<file path="config.mk">
export PLATFORM = sky130hd
export DESIGN_NAME = dbp_walker
export DESIGN_NICKNAME = d
export VERILOG_FILES = /design/src/rtl/dbp_pkg.sv /design/src/rtl/dbp_tx_unpack.sv /design/src/rtl/dbp_rx_pack.sv /design/src/rtl/dbp_walker.sv
export SDC_FILE = /design/constraint.sdc
export NUM_CORES = 1
export LEC_CHECK = 0
export ABC_AREA = 1
export BUFFER_PORTS_ARGS = -buffer_cell sky130_fd_sc_hd__clkbuf_2
export CAP_MARGIN = 20
export CORE_ASPECT_RATIO = 0.7
export CORE_UTILIZATION = 25
export DETAILED_ROUTE_END_ITERATION = 8
export GPL_TIMING_DRIVEN = 0
export SLEW_MARGIN = 20
export SYNTH_ARGS = -nofsm -noshare
export SYNTH_HDL_FRONTEND = slang
export SYNTH_SLANG_ARGS = --single-unit
</file>
<file path="constraint.sdc">
create_clock -name clk_i -period 3.88 [get_ports clk_i]
set_clock_uncertainty 0.1 [all_clocks]
set_input_delay 0.194 -clock clk_i [delete_from_list [all_inputs] [get_ports clk_i]]
set_output_delay 0.194 -clock clk_i [all_outputs]
set_load 0.01 [all_outputs]
</file>
<file path="src/rtl/dbp_pkg.sv">
package dbp_pkg;
  localparam int unsigned LEN_W    = 9;
  localparam int unsigned C_BDIRQ  = 16;
  localparam int unsigned C_PKTIRQ = 17;
  localparam int unsigned C_LIFM   = 18;
  localparam int unsigned C_EOL    = 19;
  localparam int unsigned C_RX     = 20;
  localparam int unsigned C_DUAL   = 22;
  localparam int unsigned C_QUAD   = 23;
  localparam int unsigned C_LSB    = 25;
  localparam int unsigned C_DEV    = 28;
  localparam int unsigned C_REL    = 30;
  localparam int unsigned C_OWN    = 31;
  localparam logic [31:0] ST_DONE  = 32'h8000_0000;

  typedef enum logic [3:0] {
    S_IDLE, S_RD_CTRL, S_RD_ADDR, S_RD_NEXT, S_CMD,
    S_TX_RD, S_TX_OUT, S_RX_IN, S_RX_WR, S_WB_STAT, S_WB_CTRL
  } state_e;
endpackage

</file>
<file path="src/rtl/dbp_tx_unpack.sv">
module dbp_tx_unpack (
  input  logic        clk_i,
  input  logic        rst_ni,
  input  logic        clear_i,
  input  logic        load_i,
  input  logic [31:0] word_i,
  input  logic [2:0]  cnt_i,
  input  logic        ready_i,
  output logic        valid_o,
  output logic [7:0]  data_o,
  output logic        busy_o
);
  logic [31:0] sh_q;
  logic [2:0]  cnt_q;

  always_ff @(posedge clk_i or negedge rst_ni) begin
    if (!rst_ni) begin
      sh_q  <= '0;
      cnt_q <= '0;
    end else if (clear_i) begin
      sh_q  <= '0;
      cnt_q <= '0;
    end else if (load_i) begin
      sh_q  <= word_i;
      cnt_q <= cnt_i;
    end else if (valid_o && ready_i) begin
      sh_q  <= {8'h00, sh_q[31:8]};
      cnt_q <= cnt_q - 3'd1;
    end
  end

  assign valid_o = (cnt_q != 3'd0);
  assign busy_o  = valid_o;
  assign data_o  = sh_q[7:0];

  p_tx_hold_r3: assert property (@(posedge clk_i) disable iff (!rst_ni)
    (valid_o && !ready_i && !clear_i) |=> (valid_o && $stable(data_o)));
  p_tx_cnt_r3: assert property (@(posedge clk_i) disable iff (!rst_ni)
    cnt_q <= 3'd4);
endmodule

</file>
<file path="src/rtl/dbp_rx_pack.sv">
module dbp_rx_pack (
  input  logic        clk_i,
  input  logic        rst_ni,
  input  logic        clear_i,
  input  logic        en_i,
  input  logic [2:0]  target_i,
  input  logic        valid_i,
  input  logic [7:0]  data_i,
  output logic        ready_o,
  output logic        full_o,
  output logic [31:0] word_o
);
  logic [31:0] word_q;
  logic [2:0]  cnt_q;

  always_ff @(posedge clk_i or negedge rst_ni) begin
    if (!rst_ni) begin
      word_q <= '0;
      cnt_q  <= '0;
    end else if (clear_i) begin
      word_q <= '0;
      cnt_q  <= '0;
    end else if (valid_i && ready_o) begin
      word_q[cnt_q[1:0]*8 +: 8] <= data_i;
      cnt_q <= cnt_q + 3'd1;
    end
  end

  assign ready_o = en_i && (cnt_q < target_i);
  assign full_o  = en_i && (target_i != 3'd0) && (cnt_q == target_i);
  assign word_o  = word_q;

  p_pack_cnt_r4: assert property (@(posedge clk_i) disable iff (!rst_ni)
    cnt_q <= 3'd4);
  p_pack_full_r4: assert property (@(posedge clk_i) disable iff (!rst_ni)
    full_o |-> !ready_o);
endmodule

</file>
<file path="src/rtl/dbp_walker.sv">
module dbp_walker
  import dbp_pkg::*;
#(
  parameter int AW      = 32,
  parameter int LEN_MAX = 256
) (
  input  logic             clk_i,
  input  logic             rst_ni,
  input  logic             dma_en_i,
  input  logic             poll_en_i,
  input  logic             start_i,
  input  logic [AW-1:0]    base_addr_i,
  output logic             mem_req_o,
  output logic             mem_we_o,
  output logic [AW-1:0]    mem_addr_o,
  output logic [31:0]      mem_wdata_o,
  input  logic [31:0]      mem_rdata_i,
  input  logic             mem_ack_i,
  input  logic             mem_err_i,
  output logic             cmd_valid_o,
  input  logic             cmd_ready_i,
  output logic [LEN_W-1:0] cmd_len_o,
  output logic             cmd_rx_o,
  output logic [1:0]       cmd_lanes_o,
  output logic             cmd_lsb_o,
  output logic [1:0]       cmd_dev_o,
  output logic             cmd_cs_rel_o,
  output logic             tx_valid_o,
  input  logic             tx_ready_i,
  output logic [7:0]       tx_data_o,
  input  logic             rx_valid_i,
  output logic             rx_ready_o,
  input  logic [7:0]       rx_data_i,
  output logic             bd_done_o,
  output logic             pkt_done_o,
  output logic             err_o
);
  localparam logic [LEN_W-1:0] LEN_LIM = LEN_W'(LEN_MAX);
  localparam logic [AW-1:0]    OFS_ST  = AW'(4);
  localparam logic [AW-1:0]    OFS_BUF = AW'(8);
  localparam logic [AW-1:0]    OFS_NXT = AW'(12);
  localparam logic [AW-1:0]    WSTEP   = AW'(4);

  state_e           state_q;
  logic [AW-1:0]    bd_q, buf_q, next_q;
  logic [31:0]      ctrl_q;
  logic [LEN_W-1:0] rem_q, rem_nx;
  logic [2:0]       chunk;
  logic             abort, acc_ok, acc_bad;
  logic             tx_busy, rx_full, pk_clear;
  logic [31:0]      pk_word;

  assign abort   = (state_q != S_IDLE) && !dma_en_i;
  assign acc_ok  = mem_req_o && mem_ack_i && !mem_err_i && dma_en_i;
  assign acc_bad = mem_req_o && mem_ack_i && mem_err_i && dma_en_i;
  assign chunk   = (rem_q >= LEN_W'(4)) ? 3'd4 : rem_q[2:0];
  assign rem_nx  = rem_q - LEN_W'(chunk);

  always_comb begin
    mem_req_o   = 1'b0;
    mem_we_o    = 1'b0;
    mem_addr_o  = bd_q;
    mem_wdata_o = '0;
    unique case (state_q)
      S_RD_CTRL: mem_req_o = 1'b1;
      S_RD_ADDR: begin mem_req_o = 1'b1; mem_addr_o = bd_q + OFS_BUF; end
      S_RD_NEXT: begin mem_req_o = 1'b1; mem_addr_o = bd_q + OFS_NXT; end
      S_TX_RD:   begin mem_req_o = 1'b1; mem_addr_o = buf_q; end
      S_RX_WR: begin
        mem_req_o = 1'b1; mem_we_o = 1'b1;
        mem_addr_o = buf_q; mem_wdata_o = pk_word;
      end
      S_WB_STAT: begin
        mem_req_o = 1'b1; mem_we_o = 1'b1;
        mem_addr_o = bd_q + OFS_ST;
        mem_wdata_o = ST_DONE | {23'd0, ctrl_q[LEN_W-1:0]};
      end
      S_WB_CTRL: begin
        mem_req_o = 1'b1; mem_we_o = 1'b1;
        mem_wdata_o = {1'b0, ctrl_q[30:0]};
      end
      default: ;
    endcase
  end

  assign cmd_valid_o  = (state_q == S_CMD);
  assign cmd_len_o    = ctrl_q[LEN_W-1:0];
  assign cmd_rx_o     = ctrl_q[C_RX];
  assign cmd_lanes_o  = ctrl_q[C_QUAD] ? 2'd2 : (ctrl_q[C_DUAL] ? 2'd1 : 2'd0);
  assign cmd_lsb_o    = ctrl_q[C_LSB];
  assign cmd_dev_o    = ctrl_q[C_DEV +: 2];
  assign cmd_cs_rel_o = ctrl_q[C_REL];

  always_ff @(posedge clk_i or negedge rst_ni) begin
    if (!rst_ni) begin
      state_q    <= S_IDLE;
      bd_q       <= '0;
      buf_q      <= '0;
      next_q     <= '0;
      ctrl_q     <= '0;
      rem_q      <= '0;
      bd_done_o  <= 1'b0;
      pkt_done_o <= 1'b0;
      err_o      <= 1'b0;
    end else begin
      bd_done_o  <= 1'b0;
      pkt_done_o <= 1'b0;
      err_o      <= 1'b0;
      if (abort) begin
        state_q <= S_IDLE;
      end else if (acc_bad) begin
        err_o   <= 1'b1;
        state_q <= S_IDLE;
      end else begin
        unique case (state_q)
          S_IDLE: if (start_i && dma_en_i) begin
            bd_q    <= base_addr_i;
            state_q <= S_RD_CTRL;
          end
          S_RD_CTRL: if (acc_ok) begin
            if (!mem_rdata_i[C_OWN]) begin
              // unowned: wait in place when polling, else fault
              if (!poll_en_i) begin
                err_o   <= 1'b1;
                state_q <= S_IDLE;
              end
            end else if (mem_rdata_i[LEN_W-1:0] > LEN_LIM) begin
              err_o   <= 1'b1;
              state_q <= S_IDLE;
            end else begin
              ctrl_q  <= mem_rdata_i;
              state_q <= S_RD_ADDR;
            end
          end
          S_RD_ADDR: if (acc_ok) begin
            buf_q   <= mem_rdata_i[AW-1:0];
            state_q <= S_RD_NEXT;
          end
          S_RD_NEXT: if (acc_ok) begin
            next_q  <= mem_rdata_i[AW-1:0];
            rem_q   <= ctrl_q[LEN_W-1:0];
            state_q <= S_CMD;
          end
          S_CMD: if (cmd_ready_i) begin
            if (rem_q == '0)       state_q <= S_WB_STAT;
            else if (ctrl_q[C_RX]) state_q <= S_RX_IN;
            else                   state_q <= S_TX_RD;
          end
          S_TX_RD: if (acc_ok) begin
            rem_q   <= rem_nx;
            buf_q   <= buf_q + WSTEP;
            state_q <= S_TX_OUT;
          end
          S_TX_OUT: if (!tx_busy) state_q <= (rem_q == '0) ? S_WB_STAT : S_TX_RD;
          S_RX_IN:  if (rx_full) state_q <= S_RX_WR;
          S_RX_WR: if (acc_ok) begin
            rem_q   <= rem_nx;
            buf_q   <= buf_q + WSTEP;
            state_q <= (rem_nx == '0) ? S_WB_STAT : S_RX_IN;
          end
          S_WB_STAT: if (acc_ok) state_q <= S_WB_CTRL;
          S_WB_CTRL: if (acc_ok) begin
            bd_done_o  <= ctrl_q[C_BDIRQ];
            pkt_done_o <= ctrl_q[C_PKTIRQ] && ctrl_q[C_LIFM];
            if (ctrl_q[C_EOL] || next_q == '0) begin
              state_q <= S_IDLE;
            end else begin
              bd_q    <= next_q;
              state_q <= S_RD_CTRL;
            end
          end
          default: state_q <= S_IDLE;
        endcase
      end
    end
  end

  assign pk_clear = (state_q == S_IDLE) || abort || (state_q == S_RX_WR && acc_ok);

  dbp_tx_unpack u_tx (
    .clk_i   (clk_i),
    .rst_ni  (rst_ni),
    .clear_i (abort || state_q == S_IDLE),
    .load_i  (state_q == S_TX_RD && acc_ok),
    .word_i  (mem_rdata_i),
    .cnt_i   (chunk),
    .ready_i (tx_ready_i),
    .valid_o (tx_valid_o),
    .data_o  (tx_data_o),
    .busy_o  (tx_busy)
  );

  dbp_rx_pack u_rx (
    .clk_i    (clk_i),
    .rst_ni   (rst_ni),
    .clear_i  (pk_clear),
    .en_i     (state_q == S_RX_IN),
    .target_i (chunk),
    .valid_i  (rx_valid_i),
    .data_i   (rx_data_i),
    .ready_o  (rx_ready_o),
    .full_o   (rx_full),
    .word_o   (pk_word)
  );

  p_req_hold_r1: assert property (@(posedge clk_i) disable iff (!rst_ni)
    (mem_req_o && !mem_ack_i && dma_en_i) |=> (mem_req_o && $stable(mem_addr_o)));
  p_cmd_hold_r2: assert property (@(posedge clk_i) disable iff (!rst_ni)
    (cmd_valid_o && !cmd_ready_i && dma_en_i) |=> (cmd_valid_o && $stable(cmd_len_o)));
  p_evt_excl_r6: assert property (@(posedge clk_i) disable iff (!rst_ni)
    err_o |-> (!bd_done_o && !pkt_done_o));
  p_len_max_r10: assert property (@(posedge clk_i) disable iff (!rst_ni)
    cmd_valid_o |-> (cmd_len_o <= LEN_LIM));
  p_err_halt_r11: assert property (@(posedge clk_i) disable iff (!rst_ni)
    err_o |-> !mem_req_o);
  p_abort_r12: assert property (@(posedge clk_i) disable iff (!rst_ni)
    !dma_en_i |=> (!mem_req_o && !cmd_valid_o));
endmodule

</file>
Yosys cells after proc, flatten, opt, wreduce, memory -nomap -nowiden --
Cells that the tools add are included.
Word-level totals: bits in latches 0, output and inout port bits 96, memory bits (read-only) 0, bits in registers 213, input port bits 82, memories kept 0, logic and storage cells 164, memory bits (writable) 0
Operators by class: reduce and logical (&&, ||, !) cells 41, $lt $le $gt $ge 3, $mul 0, equality and inequality tests 29, div/mod/pow operators 0, add/sub/neg operators 8, bitwise logic cells 3, multiplexer cells 65, shift-type cells 2
Operator list (number):
- two-way mux 32 bit | 10
- one-hot mux 32 bit (2 select lines) | 2
- one-hot mux 32 bit (4 select lines) | 1
- one-hot mux 32 bit (3 select lines) | 1
- two-way mux 4 bit | 18
- adder 32 x 3 -> 32 bit (second input constant) | 2
- adder 32 x 4 -> 32 bit (second input constant) | 2
- one-hot mux 4 bit (11 select lines) | 1
- != test 4 bit (second input constant) | 10
- negator 5 -> 34 bit | 1
- variable shift 8 x 34 -> 32 bit (first input constant) | 1
- variable part select 8 x 34 -> 32 bit | 1
- bitwise mux 32 bit | 1
- logical NOT 32 bit | 1
- two-way mux 1 bit | 19
- logical NOT 9 bit | 2
- two-way mux 3 bit | 6
- two-way mux 9 bit | 2
- one-hot mux 9 bit (2 select lines) | 1
- equality test 4 x 3 -> 1 bit (second input constant) | 4
- logical AND 1 bit | 15
- equality test 4 bit (second input constant) | 3
- AND reduction 12 bit | 1
- AND reduction 6 bit | 2
- 26 further kinds | 44

Logic depth before layout (Yosys ltp) --
Gate-level depths: netlist of run 1.
depth in word-level cells 10, gate-level depth with buffers 17, depth with buffers taken out 17

Cells and area by module --
A second synthesis of run 1 with hierarchy kept.
Second synthesis, totals: cells, all modules 1901, area, all modules 13680.6 um^2
By module, submodules not included:
- dbp_walker | instances 1, area an instance 9801.9 um^2, sequential area each 3578.4 um^2, cells an instance 1394
- dbp_rx_pack | instances 1, area an instance 2018.2 um^2, sequential area each 875.8 um^2, cells an instance 254
- dbp_tx_unpack | instances 1, area an instance 1860.5 um^2, sequential area each 875.8 um^2, cells an instance 253

Worst setup path after synthesis of run 1 --
OpenSTA, ideal clock, no wires.
kind register to output, start point register state_q[1], end point output port mem_addr_o[27], cell stages (with the launch flop) 16, arrival time 2722 ps, required time 3586 ps, path buffers 1, path slack 864 ps, cell sequence dfrtp_1 -> inv_2 -> nand2_2 -> nor2_1 -> inv_1 -> clkbuf_1 -> ha_1 -> a21oi_1 -> nor2_1 -> nand3_1 -> nor2_1 -> inv_1 -> nor2_1 -> nand3_1 -> nand3_1 -> o2111ai_1
On the way: word-level cells in the longest chain between the ends 3, elaborated cells between the ends (all ways) 7
Ends and longest elaborated chain:
- start: declaration | line dbp_walker.sv:44 | state_e state_q;
- start signal: assignment | line dbp_walker.sv:154 | S_TX_OUT: if (!tx_busy) state_q <= (rem_q == '0) ? S_WB_STAT : S_TX_RD;
- start signal: assignment | line dbp_walker.sv:159 | state_q <= (rem_nx == '0) ? S_WB_STAT : S_RX_IN;
- equality test 4 bit / equality test 4 x 3 -> 1 bit (equally long branches) | line dbp_walker.sv:64 | unique case (state_q)
- OR reduction 2 bit (no line)
- one-hot mux 32 bit (4 select lines) (*) | line dbp_walker.sv:64
- end: declaration | line dbp_walker.sv:15 | output logic [AW-1:0] mem_addr_o,
Every way passes the cells marked *; elsewhere a longest branch is shown, timed or not.

Final worst setup path of run 1 --
start point register state_q[1], end point output port mem_addr_o[15]
Same word-level chain as after synthesis.

==> results of run 1 <==
timing repair:
action | in CTS | in global routing
endpoints found under the setup margin | 14 | 18
gates resized for setup | 5 | 7
setup buffers | 3 | 2
pin swaps | 1 | 1
hold buffers | 73 | 0
hold endpoints to repair | 316 | 0
worst max-delay path by stage:
stage / from / endpoint / slack [ns]
3_5_place_dp: state_q[1]$_DFFE_PN0P_ / mem_addr_o[15] / -0.45
4_1_cts: state_q[3]$_DFFE_PN0P_ / mem_addr_o[22] / 0.04
5_1_grt: bd_q[6]$_DFFE_PN0P_ / mem_addr_o[21] / 0.01
2_1_floorplan: state_q[1]$_DFFE_PN0P_ / mem_addr_o[27] / 0.86
3_3_place_gp: rst_ni / ctrl_q[17]$_DFFE_PN0P_ / -1.90
6_report: state_q[1]$_DFFE_PN0P_ / mem_addr_o[15] / 0.22
cells by family after synthesis:
| logic type | count (synthesis) | share of synthesized area (%) |
|---|---|---|
| xor gates and xnor gates | 10 | 0.6515 |
| DFF | 213 | 39.65 |
| AOI/OAI and AO/OA | 414 | 16.98 |
| buffers and inverters | 379 | 11.93 |
| other | 1 | 0.02789 |
| adders and majority gates | 16 | 1.545 |
| and+or+nand+nor | 915 | 29.22 |
state kept, by name (all words and copies together) (netlist names):
register / cells
bd_q: 32
buf_q: 32
next_q: 32
u_rx.word_o: 32
u_tx.sh_q: 32
ctrl_q: 31
rem_q: 9
state_q: 4
u_rx.cnt_q: 3
u_tx.cnt_q: 3
bd_done_o: 1
err_o: 1
pkt_done_o: 1
per-layer routing:
metal | up-vias | GRT usage (%) | wire (um)
li1 | 6924 | - | -
met1 | 6731 | 29.89 | 26060
met2 | 651 | 29.45 | 23560
met3 | 80 | 5.145 | 5776
met4 | 0 | 5.332 | 1558
met5 | - | 0 | 0
worst max-delay path: cells and delay by family (launching register included):
kind	cells	cell delay [ns]
and+or+nand+nor	6	1.12
buffers and inverters	3	0.46
AOI/OAI and AO/OA	3	0.48
adders and majority gates	1	0.29
DFF	1	0.47
stage by stage:
step / setup TNS [ns] / setup slack [ns] / power [mW]
after global placement: -402.81 / -1.905 / 7.732
after floorplan: 0 / 0.8640 / 5.941
after global routing: 0 / 0.01133 / 11.29
after detailed placement: -2.918 / -0.4488 / 7.754
final: 0 / 0.2217 / 10.66
after CTS: 0 / 0.03907 / 10.58
synthesized netlist by cell type (2+ instances only):
| cell | count | area [um^2] |
|---|---|---|
| nand2_2 | 7 | 43.79 |
| xnor2_1 | 3 | 26.28 |
| inv_1 | 262 | 983.4 |
| clkbuf_1 | 39 | 146.4 |
| o31ai_1 | 3 | 22.52 |
| o221ai_1 | 6 | 52.55 |
| nor2_4 | 5 | 56.30 |
| a31oi_1 | 2 | 12.51 |
| a21o_1 | 9 | 67.56 |
| nor4_1 | 8 | 50.05 |
| nand2_1 | 546 | 2049 |
| nand3_1 | 146 | 730.7 |
| xor2_1 | 7 | 61.31 |
| buf_2 | 27 | 135.1 |
| nand4_1 | 36 | 225.2 |
| o21ai_1 | 68 | 340.3 |
| dfrtp_1 | 213 | 5330 |
| ha_1 | 15 | 187.7 |
| nor3_1 | 37 | 185.2 |
| o21ai_2 | 2 | 17.52 |
| nor2_1 | 113 | 424.2 |
| a21oi_1 | 57 | 285.3 |
| clkinv_1 | 3 | 11.26 |
| buf_1 | 4 | 15.01 |
| o2111ai_1 | 19 | 166.4 |
| nand3b_1 | 3 | 22.52 |
| nor2_8 | 2 | 40.04 |
| inv_2 | 5 | 18.77 |
| buf_6 | 4 | 45.04 |
| or2_2 | 2 | 12.51 |
| o21ai_0 | 218 | 1091 |
| o22ai_1 | 14 | 87.58 |
| o211ai_1 | 11 | 82.58 |
| clkbuf_2 | 4 | 20.02 |
| buf_4 | 29 | 217.7 |
| nor2_2 | 6 | 37.54 |
layout make-up:
type | count | area share [%]
buffer | 106 | 3.384
clock buffer | 32 | 4.060
clock inverter | 14 | 1.505
inverter | 272 | 6.035
multi-input combinational | 1356 | 38.37
sequential | 213 | 31.28
tap | 720 | 5.286
timing repair buffer | 257 | 10.08
where the power goes:
| part | internal (mW) | leakage (nW) | switching (mW) |
|---|---|---|---|
| clock network | 1.73 | 0.468 | 1.03 |
| registers | 2.74 | 2.67 | 0.599 |
| logic | 1.50 | 4.97 | 3.07 |
layout by cell type (no fill, tap or decap), types with 7 or more instances in the layout:
master and count:
nand2_1 545, nor2_1 108, nor2_4 8, o22ai_1 14, dfrtp_1 213, buf_4 34
nor3_1 37, nand3_1 146, clkbuf_2 181, nand2_2 8, a21oi_1 57, clkbuf_16 25
a21o_1 9, nor2_2 8, nand4_1 36, o21ai_1 68, o211ai_1 11, o21ai_0 218
o2111ai_1 19, nor4_1 8, inv_1 261, clkbuf_1 40, ha_1 15, buf_2 27
bufinv_16 7, dlygate4sd3_1 73, xor2_1 7
==> impl_metrics.json, run 1 <==
{
  "run_status": "finished clean",
  "p_per_area_mw_per_mm2": 625.4,
  "placed_cells": 2847,
  "fp-row-count": 70,
  "ir_drop_v": 0.0002827,
  "crit_required_ns": 3.59,
  "hold_violations": 0,
  "port_buffers": 177,
  "r2r_slack_ns": 0.47,
  "max_stage_delay_ns": 0.47,
  "ant_nets": 0,
  "cp_slowest_cell": "dfrtp_1",
  "async_flop_share_pct": 100.0,
  "num_vias": 14390,
  "finalInstanceArea_mm2": 0.01704,
  "fillCellCount": 5740,
  "setup_viol": 0,
  "die_height_um": 196.0,
  "grt.total_usage_pct": 20.41,
  "seq_area_mm2": 0.005330,
  "place_congestion": 1.014,
  "post-route-drc-count": 0,
  "die_w_um": 279.2,
  "grt_pass1_vias": 13290,
  "synth_edf_count": 0,
  "detailedRoute.firstIterationViolations": 1861,
  "min_from": "rx_valid_i",
  "p_leak_nw": 8.113,
  "syn_area_per_cell_um2": 6.902,
  "ys.flop_type": "dfrtp_1",
  "whs_ns": 0.02316,
  "drive_above_1_share_pct": 14.98,
  "path_clk_slew_ns": 0.06,
  "clock-sinks": 213,
  "regToRegStartpoint": "rem_q[3]$_DFFE_PN0P_",
  "die_area_mm2": 0.05472,
  "viasPerCell": 4.844,
  "netlist_area_mm2": 0.01344,
  "arrival_ns": 3.36,
  "min_path_type": "input port to flip-flop",
  "crit_fanout": 6,
  "place_area_mm2": 0.01529,
  "path_cells": "inv_2 -> nand2_2 -> nor2_4 -> clkinvlp_4 -> ha_1 -> a21oi_1 -> nor2_2 -> nand3_1 -> nor2_4 -> nand3_1 -> o211ai_1 -> o2111ai_1 -> clkbuf_2",
  "relSlewSlack_pct": 39.51,
  "grt_max_degree": 87,
  "multiInputGateArea_mm2": 0.006540,
  "area_delta_synth_final_pct": 26.77,
  "antenna_found_initial": 0,
  "holdPathEnd": "u_rx.cnt_q[0]$_DFFE_PN0P_",
  "firstDrtPassIters": 6,
  "slew_violations": 0,
  "period_minus_slack_ns": 3.658,
  "rsz0062_at_grt": "no",
  "htreeDepth": 1,
  "yosysSeqAreaShare_pct": 39.65,
  "synth_seq_cells": 213,
  "core_area_mm2": 0.05264,
  "fin_crit_sh_pct": 94.29,
  "fmax_mhz": 273.4,
  "grt_pass1_wl_mm": 84.09,
  "io_pins": 178,
  "synthCells": 1948,
  "dp_hpwl_mm": 44.11,
  "synth_cell_types": 49,
  "routedWlPerCell_um": 19.18,
  "finalNonFillerCells": 2970,
  "antenna_cells": 0,
  "timing.max_cap.violations": 0,
  "cts_tree": "yes",
  "clockBufferDepth": 3,
  "fin_nets": 2329,
  "gr-total-overflow": 0,
  "root_buffer": "clkbuf_16",
  "r2r-end": "u_rx.word_o[10]$_DFFE_PN0P_",
  "min_path_cells": 4,
  "critPathCaptureType": "primary output",
  "tightest_slew_ns": 0.9074,
  "crit_path_start_kind": "flip-flop",
  "cts_inserted_buffers": 25,
  "synth_nets": 2046,
  "wl_mm": 56.95,
  "critPathKind": "flip-flop to primary output",
  "synth_warnings": 0,
  "clk_latency_ns": 0.55,
  "r2r_cells": 15,
  "start_util_pct": 25.54,
  "fin_util_pct": 32.38
}
(Power assumes the default switching activity.)
==> run 2, diff against run 1 <==
--- a/config.mk
+++ b/config.mk
@@ -8,10 +8,14 @@
 export ABC_AREA = 1
 export BUFFER_PORTS_ARGS = -buffer_cell sky130_fd_sc_hd__clkbuf_2
 export CAP_MARGIN = 20
+export CELL_PAD_IN_SITES_DETAIL_PLACEMENT = 0
+export CELL_PAD_IN_SITES_GLOBAL_PLACEMENT = 2
 export CORE_ASPECT_RATIO = 0.7
 export CORE_UTILIZATION = 25
 export DETAILED_ROUTE_END_ITERATION = 8
 export GPL_TIMING_DRIVEN = 0
+export MAX_ROUTING_LAYER = met4
+export PLACE_DENSITY_LB_ADDON = 0.1
 export SLEW_MARGIN = 20
 export SYNTH_ARGS = -nofsm -noshare
 export SYNTH_HDL_FRONTEND = slang
==> run 2 against run 1 <==
Compared with the run above: wire length grew 21%; core utilization grew 0.18 points; clock-buffer cell count grew 4.
==> impl_metrics.json, run 2 (same netlist as run 1, synthesis figures left out) <==
{
  "run_status": "finished clean",
  "cts_inserted_buffers": 26,
  "ir_drop_v": 0.0002599,
  "post-route-drc-count": 0,
  "critPathKind": "flip-flop to primary output",
  "die_w_um": 279.2,
  "grt_pass1_wl_mm": 100.0,
  "port_buffers": 177,
  "regToRegStartpoint": "rem_q[3]$_DFFE_PN0P_",
  "cp-startpoint": "state_q[0]$_DFFE_PN0P_",
  "viasPerCell": 4.953,
  "detailedRoute.firstIterationViolations": 1542,
  "slew_violations": 0,
  "htreeDepth": 1,
  "setup_tns_ns": 0,
  "die_height_um": 196.0,
  "fin_util_pct": 32.56,
  "r2r-end": "u_rx.word_o[31]$_DFFE_PN0P_",
  "r2r_cells": 16,
  "wl_mm": 68.98,
  "start_util_pct": 25.54,
  "final_cell_mix": "nand2_1, inv_1, o21ai_0, dfrtp_1, clkbuf_2",
  "cts_tree": "yes",
  "arrival_ns": 3.51,
  "crit_fanout": 10,
  "rsz0062_at_grt": "yes",
  "path_clk_slew_ns": 0.07,
  "pre_cts_slack_ns": -1.100,
  "fmax_mhz": 262.9,
  "setup_viol": 0,
  "io_pins": 178,
  "num_vias": 14700,
  "p_leak_nw": 8.129,
  "critPathCaptureType": "primary output",
  "fin_nets": 2328,
  "whs_ns": 0.02352,
  "p_per_area_mw_per_mm2": 645.5,
  "gr-total-overflow": 0,
  "hold_violations": 0,
  "crit_path_start_kind": "flip-flop",
  "root_buffer": "clkbuf_16",
  "r2r_slack_ns": 0.32,
  "antenna_found_initial": 4,
  "finalInstanceArea_mm2": 0.01714,
  "grt_max_degree": 82,
  "drive_above_1_share_pct": 15.62,
  "grt.total_usage_pct": 25.87,
  "fin_crit_sh_pct": 98.04,
  "endpoint": "mem_addr_o[20]",
  "die_area_mm2": 0.05472,
  "clk_latency_ns": 0.56,
  "area_delta_synth_final_pct": 27.46,
  "dp_hpwl_mm": 55.33,
  "timing.max_cap.violations": 0,
  "clock-sinks": 213,
  "layout_commonest_cell": "nand2_1",
  "crit_required_ns": 3.59,
  "place_congestion": 0.9301,
  "place_area_mm2": 0.01529,
  "ant_nets": 0,
  "period_minus_slack_ns": 3.804,
  "clockBufferDepth": 3,
  "min_path_type": "input port to flip-flop",
  "fillCellCount": 5832,
  "relSlewSlack_pct": 31.71,
  "fp-row-count": 70,
  "core_area_mm2": 0.05264,
  "tightest_slew_ns": 1.024,
  "fin_ws_ns": 0.07606,
  "firstDrtPassIters": 6,
  "routedWlPerCell_um": 23.23,
  "grt_pass1_vias": 14050
}
==> run 2: cell count changes in the layout (fill, tap and decap cells not counted), sizes merged <==
cell | previous run | this run
bufinv | 7 | 5
diode | 0 | 2
clkinvlp | 1 | 2
inv | 268 | 267
buf | 71 | 70
clkinv | 10 | 7
clkbuf | 251 | 254
==> run 2: worst max-delay path, cell delays in order, from the launching register on <==
cell      delay [ns]
dfrtp_1         0.37
buf_4           0.17
nor2_4          0.18
nand3_2         0.38
o21ai_4         0.36
nor2_2          0.16
nand2_1         0.11
buf_2           0.34
o221ai_2        0.28
o21ai_0         0.23
o221ai_1        0.18
clkbuf_2        0.19
==> run 2: per-layer routing <==
layer  vias up  wire length, um  GRT usage [%]
met5         -                0              -
met4         0              652          2.991
met3        44             4514          3.370
met2       473            26190          32.88
met1      7287            37630          42.63
li1       6900                -              -
==> run 2: timing repair <==
item,CTS,global route
hold endpoints to repair,166,0
endpoints found under the setup margin,26,26
pin swaps,2,3
buffers inserted,3,2
resized for setup,17,14
hold buffers,73,0
==> run 2: report_power, final <==
| group | switching (mW) | total, mW | leakage, nW | internal, mW |
|---|---|---|---|---|
| Clock | 1.09 | 2.85 | 0.480 | 1.76 |
| Combinational | 3.39 | 4.88 | 4.98 | 1.49 |
| Sequential | 0.599 | 3.34 | 2.67 | 2.74 |
==> run 2: worst min-delay path by stage <==
stage	startpoint	endpoint	slack, ns	depth (start not counted)
2_1_floorplan	rst_ni	bd_done_o$_DFF_PN0_	-0.20	0
3_3_place_gp	mem_rdata_i[9]	ctrl_q[9]$_DFFE_PN0P_	0.33	3
3_5_place_dp	rst_ni	ctrl_q[15]$_DFFE_PN0P_	0.13	1
4_1_cts	base_addr_i[2]	bd_q[2]$_DFFE_PN0P_	0.009	5
5_1_grt	base_addr_i[3]	bd_q[3]$_DFFE_PN0P_	0.02	5
6_report	base_addr_i[3]	bd_q[3]$_DFFE_PN0P_	0.02	5
==> run 2: per-stage QoR <==
| step | total power, mW | instances |
|---|---|---|
| after global routing | 11.77 | 2968 |
| final | 11.06 | 2969 |
| after floorplan | 5.941 | 1948 |
| after detailed placement | 8.103 | 2847 |
| after CTS | 11.07 | 2966 |
| after global placement | 8.097 | 2845 |
==> run 2: area by class of cell <==
class | count | area (um^2) | area share [%]
inverter | 272 | 1028 | 6.002
buffer | 104 | 570.5 | 3.329
sequential | 213 | 5331 | 31.11
antenna | 2 | 5.005 | 0.02921
timing repair buffer | 257 | 1718 | 10.02
clock inverter | 9 | 172.7 | 1.008
multi-input combinational | 1356 | 6610 | 38.57
tap | 720 | 900.9 | 5.257
clock buffer | 36 | 799.5 | 4.666
